<file path="src/rtl/dma_irq_regbank_pkg.sv">
package dma_irq_regbank_pkg;

  localparam int DATA_W    = 8;
  localparam int DMA_LINES = 8;
  localparam int IRQ_LINES = 16;
  localparam int CODE_W    = $clog2(DMA_LINES);
  localparam int LVL_W     = $clog2(IRQ_LINES);
  localparam int FLAG_N    = 4;

  typedef struct packed {
    logic [DMA_LINES-1:0] dreq;
    logic                 word;
    logic                 illegal;
  } dma_dec_t;

  // Channel code: top bit selects word width, code 100 is reserved.
  function automatic dma_dec_t dma_level_map(input logic [CODE_W-1:0] code);
    dma_dec_t r;
    r.dreq    = '0;
    r.word    = code[CODE_W-1];
    r.illegal = 1'b0;
    if (code == CODE_W'(4)) begin
      r.illegal = 1'b1;
      r.word    = 1'b0;
    end else begin
      r.dreq[code] = 1'b1;
    end
    return r;
  endfunction

  // Interrupt level to host line; level 2 is redirected to line 9.
  function automatic logic [IRQ_LINES-1:0] irq_line_map(input logic [LVL_W-1:0] lvl);
    logic [IRQ_LINES-1:0] r;
    r = '0;
    case (lvl)
      LVL_W'(0), LVL_W'(1), LVL_W'(8), LVL_W'(13): r = '0;
      LVL_W'(2): r[9] = 1'b1;
      default:   r[lvl] = 1'b1;
    endcase
    return r;
  endfunction

endpackage

</file>
<file path="src/rtl/byte_reg.sv">
module byte_reg #(
  parameter int W = 8
) (
  input  logic         clk,
  input  logic         rst_n,
  input  logic         we,
  input  logic [W-1:0] d,
  output logic [W-1:0] q
);
  always_ff @(posedge clk) begin
    if (!rst_n)  q <= '0;
    else if (we) q <= d;
  end
endmodule

</file>
<file path="src/rtl/dma_level_decode.sv">
module dma_level_decode
  import dma_irq_regbank_pkg::*;
(
  input  logic [CODE_W-1:0]    code,
  output logic [DMA_LINES-1:0] dreq_sel,
  output logic                 word_mode,
  output logic                 illegal_cfg
);
  dma_dec_t dec;
  always_comb begin
    dec         = dma_level_map(code);
    dreq_sel    = dec.dreq;
    word_mode   = dec.word;
    illegal_cfg = dec.illegal;
  end
endmodule

</file>
<file path="src/rtl/irq_line_decode.sv">
module irq_line_decode
  import dma_irq_regbank_pkg::*;
(
  input  logic [LVL_W-1:0]     lvl,
  output logic [IRQ_LINES-1:0] line_sel
);
  always_comb line_sel = irq_line_map(lvl);
endmodule

</file>
<file path="src/rtl/irq_status_latch.sv">
module irq_status_latch #(
  parameter int FLAGS = 4
) (
  input  logic             clk,
  input  logic             rst_n,
  input  logic             clr,
  input  logic             evt_in,
  input  logic [FLAGS-1:0] flag_set,
  output logic [FLAGS-1:0] flags,
  output logic             pending,
  output logic             evt_rise
);
  logic evt_q;

  assign evt_rise = evt_in & ~evt_q;

  always_ff @(posedge clk) begin
    if (!rst_n) begin
      evt_q   <= 1'b0;
      flags   <= '0;
      pending <= 1'b0;
    end else begin
      evt_q <= evt_in;
      if (clr) begin
        flags   <= '0;
        pending <= 1'b0;
      end else begin
        flags <= flags | flag_set;
        if (evt_rise) pending <= 1'b1;
      end
    end
  end
endmodule

</file>
<file path="src/rtl/dma_irq_regbank.sv">
module dma_irq_regbank
  import dma_irq_regbank_pkg::*;
#(
  parameter int ADDR_W   = 4,
  parameter int OFS_CHAN = 8,
  parameter int OFS_IRQ  = 9,
  parameter int OFS_STAT = 10
) (
  input  logic                 clk,
  input  logic                 rst_n,
  input  logic [ADDR_W-1:0]    bus_addr,
  input  logic                 bus_wr,
  input  logic                 bus_rd,
  input  logic [DATA_W-1:0]    bus_wdata,
  output logic [DATA_W-1:0]    bus_rdata,
  input  logic                 evt_in,
  input  logic                 xfer_done_in,
  input  logic                 xfer_flag_in,
  input  logic                 overrun_in,
  input  logic                 underrun_in,
  output logic [DMA_LINES-1:0] dreq_sel,
  output logic                 word_mode,
  output logic                 illegal_cfg,
  output logic [IRQ_LINES-1:0] irq_line_sel,
  output logic                 irq_req
);
  localparam int PAD_W = DATA_W - FLAG_N - 1;

  logic              hit_chan_w, hit_irq_w, hit_stat_w;
  logic              status_rd_w, evt_rise_w;
  logic [DATA_W-1:0] chan_q, irql_q, status_w;
  logic [FLAG_N-1:0] flags_w;

  assign hit_chan_w  = (bus_addr == ADDR_W'(OFS_CHAN));
  assign hit_irq_w   = (bus_addr == ADDR_W'(OFS_IRQ));
  assign hit_stat_w  = (bus_addr == ADDR_W'(OFS_STAT));
  assign status_rd_w = bus_rd & hit_stat_w;

  byte_reg #(.W(DATA_W)) u_chan (
    .clk(clk), .rst_n(rst_n), .we(bus_wr & hit_chan_w), .d(bus_wdata), .q(chan_q)
  );

  byte_reg #(.W(DATA_W)) u_irql (
    .clk(clk), .rst_n(rst_n), .we(bus_wr & hit_irq_w), .d(bus_wdata), .q(irql_q)
  );

  dma_level_decode u_dma_dec (
    .code(chan_q[CODE_W-1:0]), .dreq_sel(dreq_sel),
    .word_mode(word_mode), .illegal_cfg(illegal_cfg)
  );

  irq_line_decode u_irq_dec (
    .lvl(irql_q[LVL_W-1:0]), .line_sel(irq_line_sel)
  );

  irq_status_latch #(.FLAGS(FLAG_N)) u_stat (
    .clk(clk), .rst_n(rst_n), .clr(status_rd_w), .evt_in(evt_in),
    .flag_set({underrun_in, overrun_in, xfer_flag_in, xfer_done_in}),
    .flags(flags_w), .pending(irq_req), .evt_rise(evt_rise_w)
  );

  assign status_w = {irq_req, {PAD_W{1'b0}}, flags_w};

  always_comb begin
    bus_rdata = '0;
    if (hit_chan_w)      bus_rdata = chan_q;
    else if (hit_irq_w)  bus_rdata = irql_q;
    else if (hit_stat_w) bus_rdata = status_w;
  end
endmodule

</file>
<file path="config.mk">
export PLATFORM = sky130hd
export DESIGN_NAME = dma_irq_regbank
export DESIGN_NICKNAME = d
export VERILOG_FILES = /design/src/rtl/dma_irq_regbank_pkg.sv /design/src/rtl/byte_reg.sv /design/src/rtl/dma_level_decode.sv /design/src/rtl/irq_line_decode.sv /design/src/rtl/irq_status_latch.sv /design/src/rtl/dma_irq_regbank.sv
export SDC_FILE = /design/constraint.sdc
export NUM_CORES = 1
export LEC_CHECK = 0
export BUFFER_PORTS_ARGS = -buffer_cell sky130_fd_sc_hd__buf_2
export CORE_MARGIN = 2
export CORE_UTILIZATION = 45
export DETAILED_ROUTE_END_ITERATION = 12
export HOLD_SLACK_MARGIN = 0.1
export PLACE_DENSITY = 0.8
export SETUP_SLACK_MARGIN = 0.02
export SYNTH_ARGS = -nofsm -noshare
export SYNTH_HDL_FRONTEND = slang
export SYNTH_SLANG_ARGS = --single-unit
</file>
<file path="constraint.sdc">
create_clock -name clk -period 1.2 [get_ports clk]
set_input_delay 0.12 -clock clk [delete_from_list [all_inputs] [get_ports clk]]
set_output_delay 0.12 -clock clk [all_outputs]
set_load 0.02 [all_outputs]
</file>
; Yosys cells after proc, flatten, opt, wreduce, memory -nomap -nowiden
; Index checks and enable logic that the tools add are counted.
[word_totals]
regBits = 22
input_bits = 21
output_inout_bits = 35
[classes]
order_cmp = 4
n_eq_ne = 8
mux = 12
n_bitwise = 7
reduce_logical = 6
[ops]
columns = operator, count
row1 = 8-bit two-way mux, 4
row2 = 4-bit equality test (second input constant), 5
row3 = 9-bit two-way mux, 1
row4 = 6-bit two-way mux, 1
row5 = 4-bit by 5-bit less-than comparator with 1-bit output (second input constant), 1
row6 = 5-bit OR reduction, 1
row7 = 1-bit bitwise AND, 4
row8 = 1-bit demux with 4-bit select, 1
row9 = 4-bit by 1-bit equality test with 1-bit output (second input constant), 1
row10 = 4-bit by 2-bit equality test with 1-bit output (second input constant), 1
row11 = 4-bit by 1-bit greater-or-equal comparator with 1-bit output (second input constant), 1
row12 = 4-bit zero test, 1
row13 = 3-bit by 4-bit less-than comparator with 1-bit output (second input constant), 1
row14 = 4-bit OR, 1
row15 = 4-bit OR reduction, 1
row16 = 1-bit demux with 3-bit select, 1
row17 = 3-bit equality test (second input constant), 1
row18 = 3-bit by 1-bit greater-or-equal comparator with 1-bit output (second input constant), 1
row19 = 1-bit logical AND, 2
row20 = 1-bit two-way mux, 2
row21 = 2-bit two-way mux, 1
row22 = 1-bit inverter, 2
row23 = 1-bit case mux with 2 select lines, 1
row24 = 2-bit OR reduction, 1

; Longest topological paths before layout
[depth]
depth_word = 5
depth_mapped = 4
mapped_depth_nobuf = 3

; Modules after synthesis
; From an unflattened synthesis, not the netlist that was laid out.
[hier_totals]
hier_cells = 140
area_unflattened_um2 = 1356.3
[by_module_without_submodules]
columns = mod, n_inst, cells_per_inst, area_per_inst_um2, seq_area_each_um2
row1 = byte_reg, 2, 25, 301.5, 160.2
row2 = dma_irq_regbank, 1, 37, 346.6, 0.0
row3 = irq_status_latch, 1, 18, 190.2, 120.1
row4 = irq_line_decode, 1, 24, 132.6, 0.0
row5 = dma_level_decode, 1, 11, 83.8, 0.0

; Worst setup path after synthesis
; No wires, ideal clock.
[synth_path]
path_type = register -> output
from = register u_chan.q[1]
to = output dreq_sel[2]
arrival_ps = 1106
setup_slack_ps = -26
stages_incl_launch_ff = 3
cell_sequence = dfxtp_1 > clkbuf_1 > nor3b_1
[synth_via]
elab_chain_len = 5
word_cells_on_any_way = 7
cone_classes = order compare (2) / eq/ne (1) / mux (3) / reduce/logical (1)
[synth_lines]
columns = element, line_no
row1 = from (decl), byte_reg.sv:8  ; output logic [W-1:0] q
row2 = from (signal assigned), byte_reg.sv:11  ; if (!rst_n) q <= '0;
row3 = from (signal assigned), byte_reg.sv:12  ; else if (we) q <= d;
row4 = 3-bit by 4-bit less-than comparator with 1-bit output (implied by the code) or 3-bit by 1-bit greater-or-equal comparator with 1-bit output (tied branches), dma_irq_regbank_pkg.sv:26  ; r.dreq[code] = 1'b1;
row5 = 1-bit logical AND (implied by the code), dma_irq_regbank_pkg.sv:26
row6 = 1-bit two-way mux (implied by the code), dma_irq_regbank_pkg.sv:26
row7 = 1-bit demux with 3-bit select, n/a
row8 = 8-bit two-way mux (*), dma_irq_regbank_pkg.sv:22  ; if (code == CODE_W'(4)) begin
row9 = to (decl), dma_irq_regbank.sv:21  ; output logic [DMA_LINES-1:0] dreq_sel,
; Mark *: on every way between the ends. The rest lies on a longest branch, timed or not.

; Worst setup path after layout
[layout_path]
from = register u_irql.q[0]
to = output irq_line_sel[9]
[layout_via]
elab_chain_len = 5
word_cells_on_any_way = 12
cone_classes = order compare (2) / eq/ne (4) / mux (3) / reduce/logical (3)
[layout_lines]
columns = element, line_no
row1 = from (decl), byte_reg.sv:8
row2 = from (signal assigned), byte_reg.sv:11
row3 = from (signal assigned), byte_reg.sv:12
row4 = 4-bit by 5-bit less-than comparator with 1-bit output (implied by the code) or 4-bit by 1-bit greater-or-equal comparator with 1-bit output (tied branches), dma_irq_regbank_pkg.sv:38  ; default: r[lvl] = 1'b1;
row5 = 1-bit logical AND (implied by the code), dma_irq_regbank_pkg.sv:38
row6 = 1-bit two-way mux (implied by the code), dma_irq_regbank_pkg.sv:38
row7 = 1-bit demux with 4-bit select, n/a
row8 = 1-bit case mux with 2 select lines (*), dma_irq_regbank_pkg.sv:35  ; case (lvl)
row9 = to (decl), dma_irq_regbank.sv:24  ; output logic [IRQ_LINES-1:0] irq_line_sel,
; Marks and branches as above.

==> metrics.md <==
| Metric | Value |
|---|---|
| DRC viols | 0 |
| Logic pwr share | 0.185 |
| Synth warnings | 0 |
| Mapped Area | 1190 sq um |
| R2R Path End | u_chan.q[2] |
| Clk slew on worst S/H paths | approximately 0.13 ns |
| Fillers | 137 |
| Placed inst area | 1460 sq um |
| Htree depth | 1 |
| Final #Nets | 247 |
| First-pass GRT wire length | 6280 microns |
| Post-Synthesis Cells | 145 |
| Vias | roughly 1400 |
| VDD IR max | 0.000811 V |
| Mean Syn Cell Area | 8.21 sq um |
| Max Cap Violations | 0 |
| Vias in the first global route | 1334 |
| Clock power share | 0.286 |
| Ports | 56 |
| Hold worst-path end | u_irql.q[6] |
| Final Setup Violations | 22 |
| DIE AREA | between 3000 and 4000 sq um |
| CTS tree | done |
| Rows | 18 |
| Post-route clock period utilization | 1.15 |
| Required time worst endpoint | 1.08 ns |
| Outcome | complete, but fails checks |
| WHS Path Cells | 3 |
| Setup WS post-layout | -0.181 ns |
| Wire per inst | 15.9 microns |
| Final setup skew | 0.0000415 ns |
| Final hold vios | 0 |
| Placeable Area | 2500 sq um |
| Violated checks | negative setup slack |
| GR Overflow Total | 0 |
| Pre-CTS WS | -0.0264 ns |
| Skew-Pair Late Insertion Delay | 0.30 ns |
| DRT Pass-1 Iters | 4 |
| Fin crit period | ~1.4 ns |
| Post-synth top area share | 0.370 |
| Chip width | 55.4 microns |
| Die Y | roughly 55 microns |
| Final GP Congestion | 0.821 |
| P_int | ~0.0011 W |
| Initial antenna violation count | 0 |
| Switching part of the total power | 0.264 |
| CTS Buffer Depth | 2 |
| Leading area contributor after synthesis | dfxtp_1 |
| Max-slew violations | 0 |
| Crit path DAT | between 1 and 1.5 ns |
| PortBufs | 49 |
| Synth-to-Final Area Change | 78.9% |
| Hold_sp | bus_wdata[6] |
| Crit. End Element | primary output |
| Antenna diodes | 0 |
| DR vias/cell | about 5.3 |
| Pin count of the biggest net entering global routing | 16 |
| Worst r2r src | u_chan.q[2] |
| #FFs+latches synth | 22 |
| Register area share after synthesis | 0.370 |
| Distinct cells, synth | 27 |
| Post-route ant nets | 0 |
| Fmax | about 720 MHz |
| Post-route cell area | between 2000 and 2500 sq um |
| Top post-synthesis cells by area | dfxtp_1, mux2i_1, nand2_1 |
| Num CTS Buffers | 3 |
| Detailed Place HPWL | around 2200 microns |
| Hold Crit Class | in -> reg |
| Layout cell share with drive strength beyond 1 | 0.551 |
| Sinks on the clock net | 22 |
| RSZ-0062 raised after global routing | true |
| Peak fanout along the critical path | 5 |
| DRT Wirelength | about 4000 microns |
| Path depth of the worst reg2reg path | 5 |
| Clock Tree Root | clkbuf_4 |
| Pwr dens | about 670 nW/um^2 |
| Gr usage total | 0.247 |
| Reg power frac | 0.529 |
| Sw Pwr | 0.000379 W |
| Setup CP Type | reg -> out |
| Flop2flop setup slack | roughly 0.18 ns |
| Leak pwr | 0.990 nW |
| Iter 0 DRT Violations | 39 |
| Setup crit start kind | flop |
| Initial Utilization | 0.476 |
[through the flow]
stage	power [W]	hold slack (ns)	instances	util	setup TNS, ns
after floorplan	0.000906	0.236	150	-	-0.0764
after global placement	0.000956	0.322	220	0.585	0
after CTS	0.00140	0.101	250	0.784	-0.707
after detailed placement	0.000964	0.334	220	0.585	-0.239
final	0.00143	0.0947	255	0.851	-1.61
after global routing	0.00149	0.104	255	0.851	-2.66
[worst max path at each step]
stage	slack (ns)	startpoint	end	cells past startpoint
2_1_floorplan	-0.03	u_chan.q[1]	dreq_sel[2]	2
3_3_place_gp	0.03	bus_addr[2]	bus_rdata[5]	5
3_5_place_dp	-0.03	bus_addr[2]	u_chan.q[0]	5
4_1_cts	-0.14	u_irql.q[0]	irq_line_sel[9]	4
5_1_grt	-0.24	u_irql.q[0]	irq_line_sel[9]	4
6_report	-0.18	u_irql.q[0]	irq_line_sel[9]	4
[state kept, by name, summed over array words and instances, names as in the netlist]
name	flops
u_irql.q	8
u_stat.evt_q	1
u_stat.flags	4
u_stat.pending	1
u_chan.q	8
[power groups by stage]
stage          combinational [W]  clock, W  sequential [W]
2_1_floorplan           0.000125         0        0.000781
3_3_place_gp            0.000173         0        0.000784
3_5_place_dp            0.000179         0        0.000784
4_1_cts                 0.000242  0.000401        0.000756
5_1_grt                 0.000283  0.000440        0.000762
6_report                0.000265  0.000410        0.000759
[logic make-up (layout without fill, tap and decap cells)]
| family | Yosys count | after routing | share of synthesized area |
|---|---|---|---|
| compound gates | 17 | 17 | 0.104 |
| buf+inv | 17 | 92 | 0.0810 |
| flops | 22 | 22 | 0.370 |
| mux | 16 | 16 | 0.135 |
| other cells | 1 | 6 | 0.00315 |
| simple gates | 72 | 72 | 0.307 |
[routing by layer]
| layer | track usage | vias to the layer above | part of all wire |
|---|---|---|---|
| met1 | 0.297 | 644 | 0.38 |
| met5 | 0 | - | 0 |
| met3 | 0.0211 | 8 | 0.050 |
| met4 | 0.0488 | 0 | 0.016 |
| met2 | 0.471 | 64 | 0.55 |
| li1 | - | 637 | - |
[synth_stat cells]
master	instances
and2_2	1
a31o_2	1
o21ai_0	5
a2bb2oi_1	5
buf_4	6
nor3b_4	1
mux2i_1	16
buf_2	2
a22o_1	3
inv_1	3
nor2_1	17
dfxtp_1	22
and2_1	1
and3_1	2
and4bb_2	1
and3b_1	3
buf_6	1
a21oi_1	1
nand3_4	1
nor3b_1	4
nand2_1	33
clkbuf_1	5
nor3_1	4
o21a_1	2
nand3b_1	1
nand2b_1	3
conb_1	1
[cell type report]
cell class	count	area, sq um	area share
clock buffer	4	36.3	0.0170
inverter	3	11.3	0.00529
tap	30	37.5	0.0176
timing repair buffer	85	722	0.339
sequential	22	470	0.221
multi-input combinational	111	851	0.400
[placed cells by master, fill, tap and decap left out, drive strengths merged]
master / count
buf: 74
nand2: 33
dfxtp: 22
nor2: 17
mux2i: 16
dlygate4sd3: 11
conb: 6
a2bb2oi: 5
nor3b: 5
o21ai: 5
nor3: 4
clkbuf: 4
nand2b: 3
and3b: 3
inv: 3
a22o: 3
o21a: 2
and2: 2
and3: 2
and4bb: 1
nand3b: 1
a31o: 1
nand3: 1
a21oi: 1
[critical path: stages (launching register included)]
cell and delay (ns):
dfxtp_4 0.37, nand2b_4 0.16, o21a_1 0.18, nor2_2 0.12, buf_6 0.13
[timing repair]
action	4_1_cts	5_1_grt
hold endpoints to repair	17	0
setup buffers	15	5
pin swaps	13	6
hold buffers	11	0
gates resized for setup	81	37
endpoints found under the setup margin	28	28
No activity file was read; power rests on OpenSTA's default activity.
